### src/rtl/scc_pair_pkg.sv
package scc_pair_pkg;

    // Source routed to Y's comparator, coded as {sign, correlated}
    typedef enum logic [1:0] {
        PICK_INDEP_P = 2'b00,
        PICK_SAME    = 2'b01,
        PICK_INDEP_N = 2'b10,
        PICK_INV     = 2'b11
    } pick_e;

    localparam int unsigned NUM_SOURCES = 3;

endpackage

### src/rtl/scc_lfsr.sv
module scc_lfsr #(
    parameter int unsigned     W    = 8,
    parameter logic [W-1:0]    TAPS = 8'hB8,
    parameter logic [W-1:0]    SEED = 8'h01
) (
    input  logic         clk,
    input  logic         rst_n,
    output logic [W-1:0] state
);

    logic feedback;

    always_comb begin
        feedback = ^(state & TAPS);
    end

    always_ff @(posedge clk or negedge rst_n) begin
        if (!rst_n) begin
            state <= SEED;
        end else begin
            state <= {state[W-2:0], feedback};
        end
    end

endmodule

### src/rtl/scc_source_mux.sv
module scc_source_mux
    import scc_pair_pkg::*;
#(
    parameter int unsigned W = 8
) (
    input  logic [W-1:0] r_main,
    input  logic [W-1:0] r_alt,
    input  logic [W-1:0] r_pick,
    input  logic         corr_neg,
    input  logic [W:0]   corr_mag,
    output logic [W-1:0] y_rand
);

    logic  use_corr;
    pick_e pick;

    always_comb begin
        use_corr = ({1'b0, r_pick} < corr_mag);
        pick     = pick_e'({corr_neg, use_corr});
    end

    always_comb begin
        unique case (pick)
            PICK_SAME:    y_rand = r_main;
            PICK_INV:     y_rand = ~r_main;
            PICK_INDEP_P: y_rand = r_alt;
            PICK_INDEP_N: y_rand = r_alt;
            default:      y_rand = r_alt;
        endcase
    end

endmodule

### src/rtl/scc_threshold_cmp.sv
module scc_threshold_cmp #(
    parameter int unsigned W = 8
) (
    input  logic [W-1:0] rnd,
    input  logic [W-1:0] level,
    output logic         hit
);

    always_comb begin
        hit = (rnd < level);
    end

endmodule

### src/rtl/scc_pair_gen.sv
module scc_pair_gen
    import scc_pair_pkg::*;
#(
    parameter int unsigned  W         = 8,
    parameter logic [W-1:0] TAPS      = 8'hB8,
    parameter logic [W-1:0] SEED_MAIN = 8'hA5,
    parameter logic [W-1:0] SEED_ALT  = 8'h3C,
    parameter logic [W-1:0] SEED_PICK = 8'hE1
) (
    input  logic         clk,
    input  logic         rst_n,
    input  logic [W-1:0] nx,
    input  logic [W-1:0] ny,
    input  logic         corr_neg,
    input  logic [W:0]   corr_mag,
    output logic         x_bit,
    output logic         y_bit
);

    logic [W-1:0] src_q [NUM_SOURCES];
    logic [W-1:0] r_main;
    logic [W-1:0] r_alt;
    logic [W-1:0] r_pick_raw;
    logic [W-1:0] r_pick;
    logic [W-1:0] y_rand;
    logic         x_next;
    logic         y_next;

    for (genvar g = 0; g < NUM_SOURCES; g++) begin : g_src
        localparam logic [W-1:0] SEED_G = (g == 0) ? SEED_MAIN :
                                          (g == 1) ? SEED_ALT  : SEED_PICK;
        scc_lfsr #(.W(W), .TAPS(TAPS), .SEED(SEED_G)) u_lfsr (
            .clk   (clk),
            .rst_n (rst_n),
            .state (src_q[g])
        );
    end

    assign r_main     = src_q[0];
    assign r_alt      = src_q[1];
    assign r_pick_raw = src_q[2];

    for (genvar b = 0; b < W; b++) begin : g_rev
        assign r_pick[b] = r_pick_raw[W-1-b];
    end

    scc_source_mux #(.W(W)) u_mux (
        .r_main   (r_main),
        .r_alt    (r_alt),
        .r_pick   (r_pick),
        .corr_neg (corr_neg),
        .corr_mag (corr_mag),
        .y_rand   (y_rand)
    );

    scc_threshold_cmp #(.W(W)) u_cmp_x (
        .rnd   (r_main),
        .level (nx),
        .hit   (x_next)
    );

    scc_threshold_cmp #(.W(W)) u_cmp_y (
        .rnd   (y_rand),
        .level (ny),
        .hit   (y_next)
    );

    always_ff @(posedge clk or negedge rst_n) begin
        if (!rst_n) begin
            x_bit <= 1'b0;
            y_bit <= 1'b0;
        end else begin
            x_bit <= x_next;
            y_bit <= y_next;
        end
    end

endmodule

### config.mk
export PLATFORM = sky130hd
export DESIGN_NAME = scc_pair_gen
export DESIGN_NICKNAME = d
export VERILOG_FILES = /design/src/rtl/scc_pair_pkg.sv /design/src/rtl/scc_lfsr.sv /design/src/rtl/scc_source_mux.sv /design/src/rtl/scc_threshold_cmp.sv /design/src/rtl/scc_pair_gen.sv
export SDC_FILE = /design/constraint.sdc
export NUM_CORES = 1
export LEC_CHECK = 0
export ABC_AREA = 1
export BUFFER_PORTS_ARGS = -buffer_cell sky130_fd_sc_hd__buf_2
export CAP_MARGIN = 20
export CORE_ASPECT_RATIO = 1.2
export CORE_UTILIZATION = 60
export CTS_CLUSTER_SIZE = 40
export DETAILED_ROUTE_END_ITERATION = 12
export PLACE_DENSITY = 0.89
export SLEW_MARGIN = 25
export SYNTH_ARGS = -nofsm -noshare
export SYNTH_HDL_FRONTEND = slang
export SYNTH_HIERARCHICAL = 1
export SYNTH_SLANG_ARGS = --single-unit
### constraint.sdc
create_clock -name clk -period 3.67 [get_ports clk]
set_clock_uncertainty 0.05 [all_clocks]
set_input_delay 0.1835 -clock clk [delete_from_list [all_inputs] [get_ports clk]]
set_output_delay 0.1835 -clock clk [all_outputs]
set_load 0.01 [all_outputs]
==> summary.md, run 1 <==
| Metric | Value |
|---|---|
| Status | finished, final reports clean |
| Net switching fraction of the power | 0.231 |
| Syn_nets | 274 |
| Floorplan row count | 20 |
| Sequential cell area fraction in the yosys report | 0.386 |
| Number of buffers added by the clock tree synthesis step | 3 |
| Die Span X | 51.0 µm |
| Area of the die | 0.00310 mm² |
| Post-synthesis instance total | 225 |
| Source of the worst hold timing path | nx[0] |
| H-tree Lvls | 1 |
| Total global routing overflow | 0 |
| Class of the worst hold path | in2reg |
| Initial core utilization | 0.657 |
| Final worst setup slack | 1150 ps |
| Number of max-slew violations in the final report | 0 |
| CTS tree | built |
| Wire length per cell | 9.97 µm |
| Crit path launch type | flop |
| Biggest fanout along the worst timing path | 17 |
| Count of cell types in the netlist | 17 |
| Share of post-route cells with drive strength above 1 | 0.207 |
| Clock latency reported for the late side of the worst-skew pair | 320 ps |
| Number of clock sinks seen by CTS | 26 |
| Worst reg-to-reg setup slack | 1150 ps |
| GPL Wtd Cong | 0.838 |
| Yosys Warn Count | 6 |
| DPL Wire Length | 2.28 mm |
| Cts-stage hold buffer count | 1 |
| Buffer depth of the longest clock path | 2 |
| Placeable core area | 0.00263 mm² |
| Minimum period implied by the final worst setup slack | 2520 ps |
| Buffers on Ports | 29 |
| Placement Setup Slack | 1190 ps |
| Reported net switching power | 0.113 mW |
| Post-layout net count | 306 |
| Root buffer cell | sky130_fd_sc_hd__clkbuf_4 |
| Nature of the critical path endpoint | flop |
| Antenna diodes | 0 |
| Overall fraction of global-route tracks in use | 0.220 |
| Total length of routed wires | 2.88 mm |
| DRC viols | 0 |
| Power Internal | 0.377 mW |
| Reg2Reg Launch Point | g_src[2].u_lfsr/state[5] |
| Maximum number of pins on one net before global-route repair | 27 |
| Timing-limited maximum frequency | 0.398 GHz |
| Worst vdd ir | 0.226 mV |
| Share of the cycle needed by the critical path after routing | 0.685 |
| Starting DRT DRC Count | 25 |
| Number of maximum-capacitance constraint violations | 0 |
| Pre-Repair DR Iteration Count | 4 |
| Reg2Reg Capture Point | y_bit |
| Unrepaired setup endpoints after global routing | no |
| Setup TNS | 0 ps |
| Depth of the worst register-to-register path | 13 |
| Power per cell area | 254 mW/mm² |
| Final core utilization | 0.734 |
| Initial antenna violation count | 0 |
| Tightest Pin Transition | 526 ps |
| Number of nets still failing antenna checks after routing | 0 |
| Number of global-route vias before repair | 1236 |
| Data required time of the critical path | 3870 ps |
| Setup Crit Path Kind | reg2reg |
| Final hold violation count | 0 |
| Quantity of gates resized following cts | 0 |
| Count of endpoints failing setup in the final report | 0 |
| CP Data Arrival Time | 2710 ps |
| Wire length of the first global-routing pass | 4.97 mm |
| Mean instance size in the synthesized netlist | 7.67 µm² |
| Height of the chip | 60.8 µm |
| Boundary pin count | 30 |
| Via count normalized by instance count | 4.90 |
| Clock share of power | 0.285 |
| Count of vias placed by the detailed router | 1415 |
| Leakage power figure | 1.12 nW |
| Worst max-slew margin expressed relative to the limit | 0.649 |
| Sequential share of power | 0.590 |
| Number of register bits inferred by synthesis | 26 |
| Layout Area Growth over Synthesis | 11.7% |
| Cells on Worst Hold Path | 7 |
| Post-CTS setup-driven buffer insertion count | 0 |
| End point of the most critical hold path | x_bit |
| Cell area after synthesis | 0.00173 mm² |
| Combinational cell fraction of total power | 0.125 |
| Clock slew at the register clock pins of the worst setup and hold paths | 130 ps |
[per-stage QoR]
stage          instances  power (mW)  cell area [µm²]  hold WS (ps)
2_1_floorplan        225       0.328             1730          -162
6_report             289       0.490             1930           255
3_3_place_gp         284       0.353             1880           139
4_1_cts              289       0.497             1930           234
3_5_place_dp         284       0.355             1880           147
5_1_grt              289       0.520             1930           282
[layer usage]
metal	up-vias	share of wire	wire length, µm	global-route usage
li1	759	-	-	-
met1	627	0.47	1340	0.277
met2	25	0.49	1410	0.380
met3	4	0.027	79	0.0226
met4	0	0.018	52	0.111
met5	-	0	0	0
[cells in the mapped netlist]
cell / count / area [µm²]
sky130_fd_sc_hd__dfrtp_1: 14 / 350
sky130_fd_sc_hd__o21ai_0: 2 / 10.0
sky130_fd_sc_hd__inv_1: 58 / 218
sky130_fd_sc_hd__clkbuf_4: 1 / 7.51
sky130_fd_sc_hd__nor2_4: 1 / 11.3
sky130_fd_sc_hd__buf_6: 2 / 22.5
sky130_fd_sc_hd__nand2_2: 2 / 12.5
sky130_fd_sc_hd__nand2_1: 63 / 236
sky130_fd_sc_hd__nor2_1: 7 / 26.3
sky130_fd_sc_hd__xnor2_1: 3 / 26.3
sky130_fd_sc_hd__nand2_4: 1 / 11.3
sky130_fd_sc_hd__ha_1: 21 / 263
sky130_fd_sc_hd__a21oi_1: 9 / 45.0
sky130_fd_sc_hd__nor2_2: 4 / 25.0
sky130_fd_sc_hd__nand3_1: 8 / 40.0
sky130_fd_sc_hd__nand4_1: 17 / 106
sky130_fd_sc_hd__dfstp_2: 12 / 315
[how the worst max path moves through the flow]
stage	from	end	slack, ps	cells after the start
3_3_place_gp	g_src[2].u_lfsr/state[5]	y_bit	1320	13
2_1_floorplan	g_src[2].u_lfsr/state[5]	y_bit	1560	13
6_report	g_src[2].u_lfsr/state[5]	y_bit	1150	13
3_5_place_dp	g_src[2].u_lfsr/state[5]	y_bit	1190	13
5_1_grt	g_src[2].u_lfsr/state[0]	y_bit	960	15
4_1_cts	g_src[2].u_lfsr/state[5]	y_bit	1150	13
[cell usage in the layout, fill, tap and decap left out, types with 3 or more instances in the layout]
cell type                  netlist  final
sky130_fd_sc_hd__nand2_1        63     63
sky130_fd_sc_hd__nor2_2          4      4
sky130_fd_sc_hd__nor2_1          7      7
sky130_fd_sc_hd__clkbuf_4        1      3
sky130_fd_sc_hd__buf_2           0     29
sky130_fd_sc_hd__inv_1          58     58
sky130_fd_sc_hd__nand3_1         8      8
sky130_fd_sc_hd__dfrtp_1        14     14
sky130_fd_sc_hd__ha_1           21     21
sky130_fd_sc_hd__a21oi_1         9      9
sky130_fd_sc_hd__xnor2_1         3      3
sky130_fd_sc_hd__nand4_1        17     17
sky130_fd_sc_hd__dfstp_2        12     12
[flip-flops by register name, indices dropped and copies added (netlist names)]
signal and cells:
x_bit 1, y_bit 1, g_src.u_lfsr/state 24
[power groups by stage]
stage	Clock [mW]	Combinational (mW)	Sequential, mW
floorplan	0	0.0336	0.295
global placement	0	0.0587	0.294
detailed placement	0	0.0609	0.294
CTS	0.146	0.0621	0.289
global route	0.159	0.0718	0.289
finish	0.140	0.0612	0.289
[critical path, cell delays in order, from the launching register on]
cell and delay (ps):
sky130_fd_sc_hd__dfstp_2 590, sky130_fd_sc_hd__ha_1 240, sky130_fd_sc_hd__nand2_1 70, sky130_fd_sc_hd__nor2_1 40, sky130_fd_sc_hd__nand2_1 60, sky130_fd_sc_hd__nor2_2 50, sky130_fd_sc_hd__nor2_4 280, sky130_fd_sc_hd__nand2_2 180
sky130_fd_sc_hd__nand2_1 100, sky130_fd_sc_hd__nand3_1 100, sky130_fd_sc_hd__ha_1 320, sky130_fd_sc_hd__a21oi_1 160, sky130_fd_sc_hd__nand2_1 80, sky130_fd_sc_hd__a21oi_1 130
[layout make-up]
class                   instances  area (µm²)
clock buffers                   4        36.3
fillers                       219         698
inverters                      58         218
multi-input cells             138         813
flip-flops and latches         26         666
well taps                      33        41.3
repair buffers                 30         155
[logic make-up after synthesis]
logic type / after synthesis / share of synthesized area
compound gates: 11 / 0.0319
flops: 26 / 0.386
simple gates: 103 / 0.272
buf+inv: 61 / 0.143
xor+xnor: 3 / 0.0152
fa+ha+maj: 21 / 0.152
No activity file was read; power rests on OpenSTA's default activity.
==> run 2: changes to the inputs <==
- CORE_UTILIZATION: 60 -> 56
- PLACE_DENSITY: 0.89 -> 0.84
- clock period: 3.67 -> 2.6 ns (I/O delays scaled with it)
==> summary.md, run 2 (same netlist as run 1, synthesis figures left out) <==
| Metric | Value |
|---|---|
| H-tree Lvls | 1 |
| Root buffer cell | sky130_fd_sc_hd__clkbuf_4 |
| Worst vdd ir | 0.279 mV |
| Buffer depth of the longest clock path | 2 |
| Clock latency reported for the late side of the worst-skew pair | 310 ps |
| Initial core utilization | 0.603 |
| Buffers on Ports | 29 |
| Antenna diodes | 0 |
| Fillers | 253 |
| Setup Crit Path Kind | reg2reg |
| Final core utilization | 0.677 |
| Setup TNS | 0 ps |
| Class of the worst hold path | in2reg |
| Initial antenna violation count | 0 |
| Floorplan row count | 21 |
| Minimum period implied by the final worst setup slack | 2340 ps |
| Number of clock sinks seen by CTS | 26 |
| Number of nets still failing antenna checks after routing | 0 |
| Top library cells by usage in the layout, fill and taps aside | sky130_fd_sc_hd__nand2_1, sky130_fd_sc_hd__inv_1, sky130_fd_sc_hd__buf_2 |
| Via count normalized by instance count | 4.90 |
| Total area of sequential cells | 666 µm² |
| Routed length on met3 | 91 µm |
| Post-layout net count | 307 |
| Number of global-route vias before repair | 1463 |
| Most frequent standard cell in the layout excluding fill and tap cells | sky130_fd_sc_hd__nand2_1 |
| Registers with the highest flip-flop counts | g_src.u_lfsr/state: 24 flops, x_bit: 1 flops, y_bit: 1 flops |
| Quantity of gates resized following cts | 0 |
| Number of maximum-capacitance constraint violations | 0 |
| GPL Wtd Cong | 0.800 |
| Overall fraction of global-route tracks in use | 0.231 |
| Status | finished, final reports clean |
| Wire length per cell | 10.8 µm |
| Boundary pin count | 30 |
| Die Span X | 52.7 µm |
| CTS tree | built |
| Placeable core area | 0.00286 mm² |
| Max reg flops | 24 |
| Uppermost routed layer | met4 |
| Worst max-slew margin expressed relative to the limit | 0.630 |
| Clock slew at the register clock pins of the worst setup and hold paths | 140 ps |
| Wire length of the first global-routing pass | 5.80 mm |
| CP Data Arrival Time | 2550 ps |
| Count of endpoints failing setup in the final report | 0 |
| Starting DRT DRC Count | 17 |
| Unrepaired setup endpoints after global routing | no |
| Height of the chip | 62.8 µm |
| Power per cell area | 360 mW/mm² |
| Data required time of the critical path | 2810 ps |
| Pre-Repair DR Iteration Count | 4 |
| Layout Area Growth over Synthesis | 12.2% |
| DRC viols | 0 |
| Biggest fanout along the worst timing path | 17 |
| Total length of routed wires | 3.15 mm |
| Area of the die | 0.00331 mm² |
| Crit path launch type | flop |
| Final standard cell area without fillers | 0.00194 mm² |
| Maximum number of pins on one net before global-route repair | 27 |
| Share of the cycle needed by the critical path after routing | 0.900 |
| Timing-limited maximum frequency | 0.427 GHz |
| Final hold violation count | 0 |
| Sum of routed wire segments on met1 | 1.38 mm |
| Number of max-slew violations in the final report | 0 |
| Register bank with the most flops | g_src.u_lfsr/state |
| Total area of multi-input combinational cells | 813 µm² |
| Tightest Pin Transition | 555 ps |
| Number of buffers added by the clock tree synthesis step | 3 |
| Worst hold margin | 168 ps |
| Count of vias placed by the detailed router | 1425 |
| Area post-placement | 0.00188 mm² |
| Total global routing overflow | 0 |
| DPL Wire Length | 2.38 mm |
| Power after layout | 0.697 mW |
| Share of post-route cells with drive strength above 1 | 0.210 |
| Nature of the critical path endpoint | flop |
| Leakage power figure | 1.12 nW |
| Routed wire length on met2 | 1.64 mm |
## run 2: cell count changes in the layout (fill, tap and decap cells not counted)
cell	delta
sky130_fd_sc_hd__buf_4	+1
## run 2: worst paths after layout
kind / start / end / slack (ps) / depth (start not counted)
max in group asynchronous: rst_n / g_src[2].u_lfsr/state[7] / 1860 / 2
max: g_src[2].u_lfsr/state[5] / y_bit / 260 / 13
min in group asynchronous: rst_n / g_src[2].u_lfsr/state[2] / 260 / 2
max reg2reg: g_src[2].u_lfsr/state[5] / y_bit / 260 / 13
min: ny[0] / y_bit / 170 / 7
min reg2reg: g_src[2].u_lfsr/state[6] / g_src[2].u_lfsr/state[7] / 330 / 0
## run 2: area by class of cell
cell class | count | share of cell area
flip-flops and latches | 26 | 0.343
multi-input cells | 138 | 0.420
inverters | 58 | 0.112
repair buffers | 31 | 0.0839
clock buffers | 4 | 0.0187
well taps | 34 | 0.0219
## run 2: timing repair
action,in CTS,in global routing
buffers inserted,0,1
hold buffers,1,0
endpoints found under the setup margin,0,1
hold endpoints to repair,14,0
## run 2: per-layer routing
layer / vias up / track usage
li1: 760 / -
met1: 627 / 0.285
met2: 34 / 0.392
met3: 4 / 0.0292
met4: 0 / 0.0954
met5: - / 0
## run 2: power breakdown
group	total (mW)	switching, mW	internal (mW)	leakage [nW]
Combinational	0.0870	0.0481	0.0388	0.787
Clock	0.202	0.116	0.0855	0.0210
Sequential	0.408	0.000562	0.408	0.311
Total	0.697	0.165	0.532	1.12
## run 2: metrics by stage
step	setup slack, ps	cells
finish	260	291
global route	14.0	291
CTS	109	290
detailed placement	169	285
global placement	231	285
floorplan	487	225
## run 2: worst max-delay path: stages (launching register included)
cell and delay [ps]:
sky130_fd_sc_hd__dfstp_2 590, sky130_fd_sc_hd__ha_1 240, sky130_fd_sc_hd__nand2_1 60, sky130_fd_sc_hd__nand2_1 40, sky130_fd_sc_hd__nand2_1 50, sky130_fd_sc_hd__nand2_1 80
sky130_fd_sc_hd__nand2_4 170, sky130_fd_sc_hd__nand2_2 140, sky130_fd_sc_hd__nand2_1 90, sky130_fd_sc_hd__nand3_1 80, sky130_fd_sc_hd__ha_1 310, sky130_fd_sc_hd__a21oi_1 150
sky130_fd_sc_hd__o21ai_0 100, sky130_fd_sc_hd__a21oi_1 120
==> run 3: changes to the inputs <==
- CORE_UTILIZATION: 56 -> 30
- PLACE_DENSITY: 0.84 -> 0.52
==> summary.md, run 3 (same netlist as run 1, synthesis figures left out) <==
| Metric | Value |
|---|---|
| Total area of sequential cells | 666 µm² |
| H-tree Lvls | 1 |
| Most frequent standard cell in the layout excluding fill and tap cells | sky130_fd_sc_hd__nand2_1 |
| Setup Crit Path Kind | reg2reg |
| Timing-limited maximum frequency | 0.421 GHz |
| Cells on Worst Hold Path | 7 |
| Beginning of the critical path | g_src[2].u_lfsr/state[4] |
| Height of the chip | 85.1 µm |
| Buffer depth of the longest clock path | 2 |
| Final standard cell area without fillers | 0.00202 mm² |
| Depth of the worst register-to-register path | 13 |
| Power per cell area | 357 mW/mm² |
| Biggest fanout along the worst timing path | 6 |
| Antenna diodes | 0 |
| Fillers | 548 |
| Class of the worst hold path | in2reg |
| Total length of routed wires | 3.32 mm |
| CP cell instances | ha_1 -> nand2_1 -> nor2_1 -> nand2_1 -> nor2_2 -> nor2_4 -> buf_4 -> nand4_1 -> nand3_1 -> ha_1 -> a21oi_1 -> o21ai_0 -> a21oi_1 |
| Boundary pin count | 30 |
| Setup TNS | 0 ps |
| Register bank with the most flops | g_src.u_lfsr/state |
| Starting DRT DRC Count | 43 |
| Count of vias placed by the detailed router | 1426 |
| Clock slew at the register clock pins of the worst setup and hold paths | 90 ps |
| Buffers on Ports | 29 |
| Source of the worst hold timing path | ny[0] |
| Leakage power figure | 1.14 nW |
| Number of maximum-capacitance constraint violations | 0 |
| Total global routing overflow | 0 |
| Floorplan row count | 29 |
| Nature of the critical path endpoint | flop |
| Top library cells by usage in the layout, fill and taps aside | sky130_fd_sc_hd__nand2_1, sky130_fd_sc_hd__inv_1, sky130_fd_sc_hd__buf_2 |
| Wire length of the first global-routing pass | 5.80 mm |
| DRC viols | 1 |
| Unrepaired setup endpoints after global routing | no |
| Share of the cycle needed by the critical path after routing | 0.913 |
| GPL Wtd Cong | 0.803 |
| Violations in the final reports | DRC |
| Number of clock sinks seen by CTS | 26 |
| Status | finished, violations left |
| Area of the die | 0.00606 mm² |
| Total area of multi-input combinational cells | 820 µm² |
| Final hold violation count | 0 |
| CP Data Arrival Time | 2520 ps |
| Number of buffers added by the clock tree synthesis step | 3 |
| CTS tree | built |
| Power after layout | 0.720 mW |
| Worst reg-to-reg setup slack | 230 ps |
| Layout Area Growth over Synthesis | 16.9% |
| Crit path launch type | flop |
| Clock latency reported for the late side of the worst-skew pair | 260 ps |
| Data required time of the critical path | 2750 ps |
| Max reg flops | 24 |
| Count of endpoints failing setup in the final report | 0 |
| DPL Wire Length | 2.58 mm |
| Placeable core area | 0.00541 mm² |
| Pre-Repair DR Iteration Count | 8 |
| Critical path's largest stage delay | 450 ps |
| Number of nets still failing antenna checks after routing | 0 |
| Initial core utilization | 0.319 |
| Maximum number of pins on one net before global-route repair | 27 |
| Worst vdd ir | 0.179 mV |
| Registers with the highest flip-flop counts | g_src.u_lfsr/state: 24 flops, x_bit: 1 flops, y_bit: 1 flops |
| Initial antenna violation count | 0 |
| Area post-placement | 0.00192 mm² |
| Minimum period implied by the final worst setup slack | 2370 ps |
| Quantity of gates resized following cts | 0 |
| Overall fraction of global-route tracks in use | 0.120 |
| Number of global-route vias before repair | 1364 |
| Worst max-slew margin expressed relative to the limit | 0.638 |
| Share of post-route cells with drive strength above 1 | 0.221 |
| Worst hold margin | 233 ps |
| Reg2Reg Launch Point | g_src[2].u_lfsr/state[4] |
| Tightest Pin Transition | 543 ps |
| Wire length per cell | 10.3 µm |
| Via count normalized by instance count | 4.40 |
| Slowest cell on crit path | sky130_fd_sc_hd__dfrtp_1 |
| Number of max-slew violations in the final report | 0 |
| Root buffer cell | sky130_fd_sc_hd__clkbuf_8 |
| Post-layout net count | 312 |
| Die Span X | 71.3 µm |
run 3: cell types whose count changed in the layout (fill, tap and decap cells not counted), sizes merged:
cell  change
buf       +4
nor2      +1
run 3: power by group:
part           leakage [nW]  internal (mW)  switching, mW
clock network        0.0228          0.109          0.116
logic                 0.805         0.0391         0.0482
registers             0.311          0.407       0.000350
run 3: timing repair:
item	CTS	global route
setup buffers	0	5
hold buffers	1	0
endpoints found under the hold margin	14	0
setup endpoints to repair	0	1
run 3: worst paths after layout:
path	end
setup / recovery	y_bit
hold / removal	y_bit
setup reg to reg	y_bit
hold reg to reg	g_src[2].u_lfsr/state[7]
max in group asynchronous	g_src[1].u_lfsr/state[2]
min in group asynchronous	g_src[0].u_lfsr/state[4]
run 3: worst max-delay path, delay by kind of cell (launching register included):
| family | cells | cell delay [ps] |
|---|---|---|
| AO/OA/AOI/OAI | 3 | 380 |
| flip-flops | 1 | 450 |
| AND/OR/NAND/NOR | 7 | 650 |
| adder cells (fa/ha/maj) | 2 | 630 |
| buffers and inverters | 1 | 150 |
run 3: cell type report:
cell class,count,share of cell area
tap,62,0.0384
inverter,58,0.108
clock buffer,4,0.0223
sequential,26,0.330
multi-input combinational,139,0.406
timing repair buffer,35,0.0955
run 3: metrics by stage:
stage,utilization,cells,worst slack (ps)
after floorplan,-,225,487
after global placement,0.355,313,129
after detailed placement,0.355,313,131
after CTS,0.365,318,107
after global routing,0.373,324,4.70
final,0.373,324,226
run 3: per-layer routing:
layer  wire length, µm  up-vias  track usage
met5                 0        -            0
met4                54        0       0.0600
met3                97        6       0.0154
met2              1610       27        0.201
met1              1560      623        0.152
li1                  -      770            -
